File: config.mk
export PLATFORM = sky130hd
export DESIGN_NAME = opstat_reporter
export DESIGN_NICKNAME = d
export VERILOG_FILES = /design/src/rtl/opstat_pkg.sv /design/src/rtl/opstat_settle.sv /design/src/rtl/opstat_toggle.sv /design/src/rtl/opstat_fsm.sv /design/src/rtl/opstat_reporter.sv
export SDC_FILE = /design/constraint.sdc
export NUM_CORES = 1
export LEC_CHECK = 0
export ABC_AREA = 1
export BUFFER_PORTS_ARGS = -buffer_cell sky130_fd_sc_hd__buf_2
export CORE_UTILIZATION = 45
export DETAILED_ROUTE_END_ITERATION = 8
export PLACE_DENSITY = 0.78
export SLEW_MARGIN = 10
export SYNTH_ARGS = -nofsm -noshare
export SYNTH_HDL_FRONTEND = slang
export SYNTH_SLANG_ARGS = --single-unit
File: constraint.sdc
create_clock -name clk -period 3.05 [get_ports clk]
set_clock_uncertainty 0.15 [all_clocks]
set_input_delay 0.305 -clock clk [delete_from_list [all_inputs] [get_ports clk]]
set_output_delay 0.305 -clock clk [all_outputs]
set_load 0.01 [all_outputs]
File: src/rtl/opstat_pkg.sv
package opstat_pkg;

    typedef enum logic [2:0] {
        ST_IDLE   = 3'd0,
        ST_SETTLE = 3'd1,
        ST_BUSY   = 3'd2,
        ST_TMO    = 3'd3,
        ST_ESUSP  = 3'd4,
        ST_SPROG  = 3'd5
    } st_e;

    localparam int POLL_BIT = 7;
    localparam int TOG_BIT  = 6;
    localparam int TMO_BIT  = 5;

endpackage

File: src/rtl/opstat_settle.sv
module opstat_settle #(
    parameter int CYC = 16
) (
    input  logic clk,
    input  logic rst_n,
    input  logic load,
    output logic expired
);
    localparam int CW = $clog2(CYC + 1);

    logic [CW-1:0] cnt;

    always_ff @(posedge clk or negedge rst_n) begin
        if (!rst_n) begin
            cnt <= '0;
        end else if (load) begin
            cnt <= CW'(CYC);
        end else if (cnt != '0) begin
            cnt <= cnt - 1'b1;
        end
    end

    assign expired = (cnt == '0);

endmodule

File: src/rtl/opstat_toggle.sv
module opstat_toggle (
    input  logic clk,
    input  logic rst_n,
    input  logic adv,
    output logic tog
);
    always_ff @(posedge clk or negedge rst_n) begin
        if (!rst_n) begin
            tog <= 1'b0;
        end else if (adv) begin
            tog <= ~tog;
        end
    end

endmodule

File: src/rtl/opstat_fsm.sv
module opstat_fsm
    import opstat_pkg::*;
(
    input  logic clk,
    input  logic rst_n,
    input  logic op_start,
    input  logic op_erase,
    input  logic op_done,
    input  logic op_timeout,
    input  logic erase_susp,
    input  logic reset_cmd,
    input  logic settle_done,
    output st_e  st,
    output logic prog_ctx,
    output logic settle_load,
    output logic addr_load
);
    st_e nxt;

    // State register and program-context flag
    always_ff @(posedge clk or negedge rst_n) begin
        if (!rst_n) begin
            st       <= ST_IDLE;
            prog_ctx <= 1'b0;
        end else begin
            st <= nxt;
            if (settle_load) begin
                prog_ctx <= ~op_erase;
            end else if (addr_load) begin
                prog_ctx <= 1'b1;
            end else if (st == ST_SPROG && nxt == ST_ESUSP) begin
                prog_ctx <= 1'b0;
            end
        end
    end

    // Next-state logic, one arm per named transition
    always_comb begin
        nxt = st;
        unique case (st)
            ST_IDLE: begin
                if (op_start) nxt = ST_SETTLE;            // start
            end
            ST_SETTLE: begin
                if (op_timeout)       nxt = ST_TMO;       // time-out
                else if (op_done)     nxt = ST_IDLE;      // complete
                else if (settle_done) nxt = ST_BUSY;      // settle-expire
            end
            ST_BUSY: begin
                if (op_timeout)                    nxt = ST_TMO;   // time-out
                else if (op_done)                  nxt = ST_IDLE;  // complete
                else if (erase_susp && !prog_ctx)  nxt = ST_ESUSP; // suspend
            end
            ST_ESUSP: begin
                if (!erase_susp)                nxt = ST_BUSY;  // resume
                else if (op_start && !op_erase) nxt = ST_SPROG; // suspend-program
            end
            ST_SPROG: begin
                if (op_timeout)   nxt = ST_TMO;           // time-out
                else if (op_done) nxt = ST_ESUSP;         // suspend-program-complete
            end
            ST_TMO: begin
                if (reset_cmd) nxt = ST_IDLE;             // clear
            end
            default: nxt = ST_IDLE;
        endcase
    end

    // Output decode
    always_comb begin
        settle_load = 1'b0;
        addr_load   = 1'b0;
        unique case (st)
            ST_IDLE: begin
                settle_load = op_start;
                addr_load   = op_start && !op_erase;
            end
            ST_ESUSP: begin
                addr_load = erase_susp && op_start && !op_erase;
            end
            default: begin
                settle_load = 1'b0;
                addr_load   = 1'b0;
            end
        endcase
    end

endmodule

File: src/rtl/opstat_reporter.sv
module opstat_reporter
    import opstat_pkg::*;
#(
    parameter int AW         = 16,
    parameter int DW         = 8,
    parameter int SETTLE_CYC = 16
) (
    input  logic          clk,
    input  logic          rst_n,
    input  logic          op_start,
    input  logic          op_erase,
    input  logic [AW-1:0] op_addr,
    input  logic          op_msb,
    input  logic          op_done,
    input  logic          op_timeout,
    input  logic          erase_susp,
    input  logic          reset_cmd,
    input  logic          rd_en,
    input  logic [AW-1:0] rd_addr,
    input  logic [DW-1:0] array_data,
    output logic [DW-1:0] rd_data,
    output logic          ready
);
    st_e           st;
    logic          prog_ctx;
    logic          settle_load;
    logic          addr_load;
    logic          settle_done;
    logic          tog;
    logic          tog_adv;
    logic [AW-1:0] addr_q;
    logic          msb_q;
    logic [DW-1:0] word;
    logic [DW-1:0] status;

    opstat_fsm u_fsm (
        .clk        (clk),
        .rst_n      (rst_n),
        .op_start   (op_start),
        .op_erase   (op_erase),
        .op_done    (op_done),
        .op_timeout (op_timeout),
        .erase_susp (erase_susp),
        .reset_cmd  (reset_cmd),
        .settle_done(settle_done),
        .st         (st),
        .prog_ctx   (prog_ctx),
        .settle_load(settle_load),
        .addr_load  (addr_load)
    );

    opstat_settle #(.CYC(SETTLE_CYC)) u_settle (
        .clk    (clk),
        .rst_n  (rst_n),
        .load   (settle_load),
        .expired(settle_done)
    );

    assign tog_adv = rd_en && (st == ST_BUSY || st == ST_SPROG || st == ST_TMO);

    opstat_toggle u_tog (
        .clk  (clk),
        .rst_n(rst_n),
        .adv  (tog_adv),
        .tog  (tog)
    );

    always_ff @(posedge clk or negedge rst_n) begin
        if (!rst_n) begin
            addr_q <= '0;
            msb_q  <= 1'b0;
        end else if (addr_load) begin
            addr_q <= op_addr;
            msb_q  <= op_msb;
        end
    end

    always_comb begin
        status          = '0;
        status[TOG_BIT] = tog;
        status[TMO_BIT] = (st == ST_TMO);
        unique case (st)
            ST_IDLE: begin
                word = array_data;
            end
            ST_ESUSP: begin
                status[POLL_BIT] = 1'b1;
                word             = status;
            end
            default: begin
                status[POLL_BIT] = prog_ctx && (rd_addr == addr_q) && !msb_q;
                word             = status;
            end
        endcase
    end

    always_ff @(posedge clk or negedge rst_n) begin
        if (!rst_n) begin
            rd_data <= '0;
        end else if (rd_en) begin
            rd_data <= word;
        end
    end

    assign ready = !(st == ST_SETTLE || st == ST_BUSY || st == ST_SPROG);

endmodule

Yosys cells after proc, flatten, opt, wreduce, memory -nomap -nowiden
Index checks and enable logic that the tools add are counted.
- output and inout port bits: 9
- bits of input ports: 50
- register bits after elaboration: 35
- mux-type cells: 21
- equal/unequal tests: 7
- reduce and logical (&&, ||, !) cells: 21
- bitwise gates (word level): 2
- $add $sub $neg: 1
- operators with widths (cell ; count):
    3-bit 2-to-1 mux ; 12
    3-bit case mux with 6 select lines ; 1
    16-bit equality test ; 1
    8-bit case mux with 2 select lines ; 1
    5-bit 2-to-1 mux ; 2
    3-bit equality test, second input constant ; 3
    1-bit logical AND ; 8
    3-bit by 2-bit equality test with 1-bit output, second input constant ; 2
    5-bit zero test ; 1
    5-bit nonzero test ; 1
    5-bit by 1-bit subtractor with 5-bit output, second input constant ; 1
    1-bit zero test ; 4
    1-bit logical OR ; 4
    1-bit 2-to-1 mux ; 4
    3-bit by 1-bit equality test with 1-bit output, second input constant ; 1
    3-bit zero test ; 1
    3-bit nonzero test ; 1
    1-bit NOT ; 2
    1-bit case mux with 2 select lines ; 1
    2-bit nonzero test ; 1

Logic depth before layout (Yosys ltp)
Gate-level depths: netlist of run 1.
- depth after elaboration: 11
- mapped depth: 11
- mapped depth without buffers: 11

Modules after synthesis
From an unflattened synthesis of run 1, not the netlist that was laid out.
- cells, all modules: 268
- area total of the unflattened synthesis: 1944.4 µm²
- by module, submodules not included (module ; cells each ; area each (µm²) ; sequential area each (µm²) ; times used):
    opstat_reporter ; 177 ; 1297.5 ; 625.6 ; 1
    opstat_fsm ; 51 ; 339.1 ; 100.1 ; 1
    opstat_settle ; 34 ; 264.0 ; 125.1 ; 1
    opstat_toggle ; 6 ; 43.8 ; 25.0 ; 1

Worst setup path before layout of run 1
OpenSTA, ideal clock, no wires.
- path type: reg-to-reg
- start: register u_settle.cnt[0]
- end: register u_fsm.prog_ctx
- path slack: 1560 ps
- path buffers: 0
- arrival time: 1221 ps
- stages on the path, launching flop included: 12
- cells stage by stage: dfrtp_1 -> inv_1 -> ha_1 -> inv_1 -> nor2_1 -> nand2_1 -> nor2_1 -> nor2_1 -> nor2_1 -> nand3_1 -> nand4_1 -> nand2_1
- word-level cells in the longest chain between the ends: 8
- RTL lines (element ; line ; text):
    from (decl) ; opstat_settle.sv:11 ; logic [CW-1:0] cnt;
    from (signal assigned) ; opstat_settle.sv:17 ; cnt <= CW'(CYC);
    from (signal assigned) ; opstat_settle.sv:19 ; cnt <= cnt - 1'b1;
    5-bit zero test ; opstat_settle.sv:23 ; assign expired = (cnt == '0);
    3-bit 2-to-1 mux ; opstat_fsm.sv:47 ; else if (settle_done) nxt = ST_BUSY;
    3-bit 2-to-1 mux ; opstat_fsm.sv:46 ; else if (op_done) nxt = ST_IDLE;
    3-bit 2-to-1 mux ; opstat_fsm.sv:45 ; if (op_timeout) nxt = ST_TMO;
    3-bit case mux with 6 select lines ; opstat_fsm.sv:40 ; unique case (st)
    3-bit equality test ; opstat_fsm.sv:31 ; end else if (st == ST_SPROG && nxt == ST_ESUSP) begin
    1-bit logical AND ; opstat_fsm.sv:31 ;
    3-bit nonzero test (no source line) ; -- ;
    to (signal assigned) ; opstat_fsm.sv:28 ; prog_ctx <= ~op_erase;
    to (decl) ; opstat_fsm.sv:14 ; output logic prog_ctx,
No other way between the ends.
A chain may end at the register's enable or synchronous reset.

Final worst setup path of run 1
- start: register u_fsm.st[2]
- end: output ready
- word-level cells in the longest chain between the ends: 4
- elaborated cells between the ends (all ways): 6
- those cells by class: eq/ne (3); reduce/logical (3)
- RTL lines (element ; line ; text):
    from (decl) ; opstat_fsm.sv:13 ; output st_e st,
    from (signal assigned) ; opstat_fsm.sv:26 ; st <= nxt;
    3-bit by 1-bit equality test with 1-bit output or 3-bit by 2-bit equality test with 1-bit output (tied branches) ; opstat_reporter.sv:105 ; assign ready = !(st == ST_SETTLE || st == ST_BUSY || st == ST_SPROG);
    1-bit logical OR ; opstat_reporter.sv:105 ;
    1-bit logical OR (*) ; opstat_reporter.sv:105 ;
    1-bit zero test (*) ; opstat_reporter.sv:105 ;
    to (decl) ; opstat_reporter.sv:22 ; output logic ready
Mark *: on every way between the ends. The rest lies on a longest branch, timed or not.

==> results of run 1 <==
==> path summary, 6_finish.rpt <==
check	end	startpoint	slack (ns)	cells after the start
worst max-delay path	ready	u_fsm.st[2]	1.28	5
worst min-delay path	addr_q[6]	op_addr[6]	0.09	2
worst max register to register	addr_q[7]	u_fsm.st[2]	1.41	5
worst min register to register	u_tog.tog	u_tog.tog	0.32	1
max in group asynchronous	u_tog.tog	rst_n	1.79	2
min in group asynchronous	addr_q[8]	rst_n	0.47	2
==> per-layer routing <==
| layer | global-route usage, % | vias up | part of all wire [%] |
|---|---|---|---|
| met2 | 33.4 | 44 | 48 |
| met3 | 5.34 | 8 | 5.9 |
| met1 | 19.8 | 732 | 44 |
| met4 | 7.71 | 0 | 1.7 |
| met5 | 0 | - | 0 |
| li1 | - | 858 | - |
==> power groups by stage <==
stage	combinational, uW	sequential (uW)	clock, uW
after global placement	727	797	0
after floorplan	546	802	0
after CTS	752	797	334
final	745	797	324
after detailed placement	745	805	0
after global routing	857	824	350
==> cell usage after synthesis <==
cell and n:
nand4_1 4, nand2_2 2, or2_2 1, buf_6 1, ha_1 2, nand3_1 6, mux2_2 8, a21oi_1 14
nor2_2 1, inv_1 30, inv_2 1, clkbuf_1 1, dfrtp_1 35, xor2_1 4, nand2_1 54, nor2_1 37
o21ai_0 19, nor3_1 2, a41oi_1 1, a21oi_2 2, xnor2_1 4, buf_4 1, nor2_4 1, o211ai_4 1
==> layout by cell type, fill, tap and decap left out <==
cell type / Yosys / final
buf_2: 0 / 58
nand2_1: 54 / 54
nor2_1: 37 / 37
dfrtp_1: 35 / 35
inv_1: 30 / 30
o21ai_0: 19 / 19
a21oi_1: 14 / 14
mux2_2: 8 / 8
nand3_1: 6 / 6
clkbuf_8: 0 / 5
nand4_1: 4 / 4
xnor2_1: 4 / 4
xor2_1: 4 / 4
nand2_2: 2 / 2
nor3_1: 2 / 2
a21oi_2: 2 / 2
ha_1: 2 / 2
inv_2: 1 / 1
nor2_4: 1 / 1
nor2_2: 1 / 1
a41oi_1: 1 / 1
o211ai_4: 1 / 1
or2_2: 1 / 1
clkbuf_1: 1 / 1
clkinvlp_4: 0 / 1
clkinv_2: 0 / 1
dlygate4sd3_1: 0 / 1
buf_4: 1 / 1
==> final cells by class <==
class                   count  area (um^2)
inverters                  31          116
fillers                   361         1510
multi-input cells         163          841
well taps                  48         60.1
repair buffers             60          308
flip-flops and latches     35          876
clock buffers               6         72.6
clock inverters             2         12.5
==> repair_timing <==
item,in CTS,in global routing
hold endpoints to repair,35,0
buffers inserted,0,0
hold buffers,1,0
resized for setup,0,0
==> cells by family after synthesis <==
logic type | synth area share, %
compound gates | 11.5
xor+xnor | 3.78
fa+ha+maj | 1.35
buf+inv | 7.48
flops | 47.2
mux | 4.86
simple gates | 23.9
==> state kept, by name, indices dropped and copies added, names as in the netlist <==
signal          count
u_settle.cnt        5
addr_q             16
u_fsm.st            3
u_fsm.prog_ctx      1
rd_data             8
u_tog.tog           1
msb_q               1
==> stage by stage <==
stage	utilization (%)	instances
after floorplan	-	232
after global placement	57.7	336
after detailed placement	57.7	336
after CTS	60.2	345
after global routing	60.2	345
final	60.2	345
==> results.toml, run 1 <==
[timing]
worst_hold_slack_ns = 0.0922
tns_ns = 0
rsz0062_at_grt = "false"
fmax_ghz = 0.566
finalSetupViolations = 0
max_slew.worst_pin.slew_ns = 0.767
maxSlewViolCount = 0
hold_viol = 0
setup_ws_ns = 1.28
slew_headroom_pct = 48.9
layout_min_cycle_time_ns = 1.77
post-route-period-util_pct = 57.9

[synthesis]
synth_top_cell_by_area = "dfrtp_1"
yosys-top-cells-area = "dfrtp_1 47%, nand2_1 11%, nor2_1 7.5%"
synth_nets = 284
synth_area_mm2 = 0.00186
ys_types = 24
netlist_instances = 232
synth_seq_cells = 35
ys_seq_area_share_pct = 47.2
syn_avg_cell_area_um2 = 8.00
ys_warn_count = 0
synth_top_area_share_pct = 47.2

[global_route]
grt_pass1_vias = 1544
grt_max_degree = 36
grt_usage_pct = 18.5
antenna_found_initial = 0
grt_pass1_wl_um = 6070
grt.overflow.total = 0

[floorplan]
core_mm2 = 0.00380
rows = 22
pin_count = 59
die_area_mm2 = 0.00438
die_y_um = 66.2
die_x_um = 66.2
initial_core_util_pct = 48.8

[hold_path]
hold_class = "primary input to flip-flop"

[route]
drt-total-wl_um = 3650
wl_per_cell_um = 10.6
viasPerCell = 4.76
antenna_left = 0
dr.pass1.iters = 4
drcViolationCount = 0
via_count = 1642
drt_iter0_markers = 58

[pwr]
power_uw = 1870
p_comb_share_pct = 39.9
p_seq_share_pct = 42.7
swShare_pct = 38.1
pwr-share-clk_pct = 17.4
power_leakage_uw = 0.00122
power_density_mw_per_mm2 = 816
p_int_uw = 1160
peakVddDrop_mv = 0.498
switchingPower_uw = 711

[cts]
clock_tree.root_cell = "clkbuf_8"
cts_made_buffers = 5
clk_pin_slew_ns = 0.07
numClockSinks = 35
htreeDepth = 2
cts_tree = "built"
clk_path_buf_depth = 2
clock_latency_ns = 0.29

[worst_setup_path]
path_cells = "inv_2 -> nand2_1 -> o21ai_0 -> inv_1 -> buf_2"
crit_family = "flip-flops"
worst_ep_arrival_time_ns = 1.31
cp-start-kind = "flip-flop"
cp_max_fo = 6
cp.required_ns = 2.59
path_class = "flip-flop to output port"
path_buf_inv = 3
cp_slowest_cell = "dfrtp_1"
critPathCaptureType = "output port"
cpPeakStageDelay_ns = 0.42

[run]
cap_violations = 0

[finish]
nNetsFinal = 348
drive_gt1_share_pct = 27.9
syn_to_final_growth_pct = 23.2
fin_area_mm2 = 0.00229
n_antenna_cell = 0

[place]
placed_area_mm2 = 0.00219
io_buffers = 58
place_ws_ns = 1.41
dp.final_hpwl_um = 2770
place.gp.congestion = 0.847

[run_status]
status = "completed"
No activity file was read; power rests on OpenSTA's default activity.
==> run 2, diff against run 1 <==
- PLACE_DENSITY: 0.78 -> 0.81
- clock period: 3.05 -> 1.5 ns (I/O delays scaled with it)
==> run 2 against run 1 <==
Compared with the run above:
- via count rose by 18%
- highest routed layer unchanged
- critical path depth rose by 6
- the flow now finishes with violations (setup timing)
- combinational power rose to 2.7 times the previous value
- routed wire length rose by 37%
- sequential power rose by 100%
==> results.toml, run 2 (same netlist as run 1, synthesis figures left out) <==
[pwr]
power_uw = 4290
power_density_mw_per_mm2 = 1580
switchingPower_uw = 1650
p_seq_share_pct = 37.9
p_int_uw = 2640
peakVddDrop_mv = 1.04
pwr-share-clk_pct = 15.6
p_comb_share_pct = 46.4
swShare_pct = 38.4
power_leakage_uw = 0.00142

[place]
place.gp.congestion = 0.869
dp.final_hpwl_um = 3050
placed_area_mm2 = 0.00229
io_buffers = 58
dp_cells = 347

[cts]
clock_tree.root_cell = "clkbuf_8"
clock_latency_ns = 0.29
clk_pin_slew_ns = 0.07
clk_path_buf_depth = 2
cts_made_buffers = 5
htreeDepth = 2
cts_tree = "built"
numClockSinks = 35

[run_status]
status = "finished with violations"
failed_checks = "setup timing"

[timing]
rsz0062_at_grt = "true"
finalSetupViolations = 5
max_slew.worst_pin.slew_ns = 0.519
layout_min_cycle_time_ns = 1.60
post-route-period-util_pct = 107
tns_ns = -0.264
fmax_ghz = 0.625
setup_ws_ns = -0.101
maxSlewViolCount = 0
hold_viol = 0
slew_headroom_pct = 65.4

[worst_setup_path]
cp-start-kind = "flip-flop"
cp_max_fo = 2
path_class = "flip-flop to flip-flop"
path_buf_inv = 4
cp.required_ns = 1.53
path_cells = "inv_2 -> ha_1 -> inv_1 -> nor2_1 -> nand2_1 -> nor2_1 -> nor2_1 -> nor2_1 -> buf_4 -> buf_4 -> nand2_1"
crit_top_cell = "nor2_1"
crit_family = "simple AND/OR/NAND/NOR gates"
critPathCaptureType = "flip-flop"
worst_ep_arrival_time_ns = 1.63
cp_slowest_cell = "dfrtp_1"
cpPeakStageDelay_ns = 0.39

[finish]
final_cell_count_no_fill = 387
drive_gt1_share_pct = 31.9
post-route-util_pct = 71.5
final_common_cell = "buf_2"
nNetsFinal = 390
fin_area_mm2 = 0.00272
n_antenna_cell = 0
largest-register = "addr_q"
most-common-layout-cells = "58 x buf_2, 53 x nand2_1, 37 x nor2_1"
largest_register_ff_count = 16
top_regs = "addr_q (16), rd_data (8), u_settle.cnt (5)"
syn_to_final_growth_pct = 46.5

[route]
drcViolationCount = 0
drt-total-wl_um = 4980
wl_per_cell_um = 12.9
via_count = 1933
antenna_left = 0
viasPerCell = 4.99
drt_iter0_markers = 124
dr.pass1.iters = 4

[floorplan]
die_area_mm2 = 0.00438
die_y_um = 66.2
die_x_um = 66.2
rows = 22
pin_count = 59
initial_core_util_pct = 48.8
core_mm2 = 0.00380

[global_route]
grt_usage_pct = 23.5
grt_max_degree = 29
grt_pass1_vias = 1896
grt_pass1_wl_um = 7620
grt.overflow.total = 0
antenna_found_initial = 0

[run]
cap_violations = 0

[hold_path]
hold_class = "primary input to flip-flop"
run 2: final timing paths:
| check | from | endpoint | slack (ns) | depth (start not counted) |
|---|---|---|---|---|
| min | op_done | u_fsm.st[1] | 0.05 | 4 |
| min reg2reg | u_tog.tog | u_tog.tog | 0.32 | 1 |
| min in group asynchronous | rst_n | addr_q[8] | 0.20 | 2 |
| max in group asynchronous | rst_n | u_fsm.st[2] | 0.47 | 3 |
| max reg2reg | u_settle.cnt[0] | u_fsm.st[0] | -0.10 | 11 |
| max | u_settle.cnt[0] | u_fsm.st[0] | -0.10 | 11 |
run 2: timing repair:
| action | in CTS | in global routing |
|---|---|---|
| setup buffers | 4 | 1 |
| hold buffers | 26 | 0 |
| hold endpoints to repair | 46 | 0 |
| resized for setup | 2 | 11 |
| pin swaps | 2 | 3 |
| cloned | 0 | 1 |
| setup endpoints to repair | 2 | 11 |
run 2: cell type report:
| class | count | area, um^2 |
|---|---|---|
| clock inverters | 2 | 12.5 |
| clock buffers | 6 | 72.6 |
| well taps | 48 | 60.1 |
| flip-flops and latches | 35 | 877 |
| repair buffers | 102 | 719 |
| fillers | 284 | 1080 |
| inverters | 31 | 121 |
| multi-input cells | 163 | 855 |
run 2: metal layers:
| layer | GRT usage (%) | up-vias | routed length [um] |
|---|---|---|---|
| met3 | 5.86 | 15 | 297 |
| met2 | 42.0 | 86 | 2560 |
| met5 | 0 | - | 0 |
| met1 | 24.5 | 886 | 2000 |
| li1 | - | 946 | - |
| met4 | 13.8 | 0 | 121 |
run 2: power by group through the flow:
| stage | Clock [uW] | Sequential, uW | Combinational, uW |
|---|---|---|---|
| 5_1_grt | 725 | 1670 | 2230 |
| 3_5_place_dp | 0 | 1620 | 1710 |
| 6_report | 671 | 1630 | 1990 |
| 3_3_place_gp | 0 | 1600 | 1650 |
| 2_1_floorplan | 0 | 1630 | 1110 |
| 4_1_cts | 685 | 1600 | 1860 |
run 2: worst register-to-register path, stage by stage, from the launching register on:
cell and delay, ns:
dfrtp_1 0.39, inv_2 0.06, ha_1 0.13, inv_1 0.04, nor2_1 0.09, nand2_1 0.08, nor2_1 0.10, nor2_1 0.06
nor2_1 0.15, buf_4 0.13, buf_4 0.09, nand2_1 0.04
run 2: through the flow:
step                hold slack (ns)  setup WS (ns)
floorplan                    -0.296         0.0103
global placement            0.00115         0.0443
detailed placement          0.00230        -0.0393
CTS                          0.0403        -0.0274
global route                 0.0492         -0.233
finish                       0.0496         -0.101
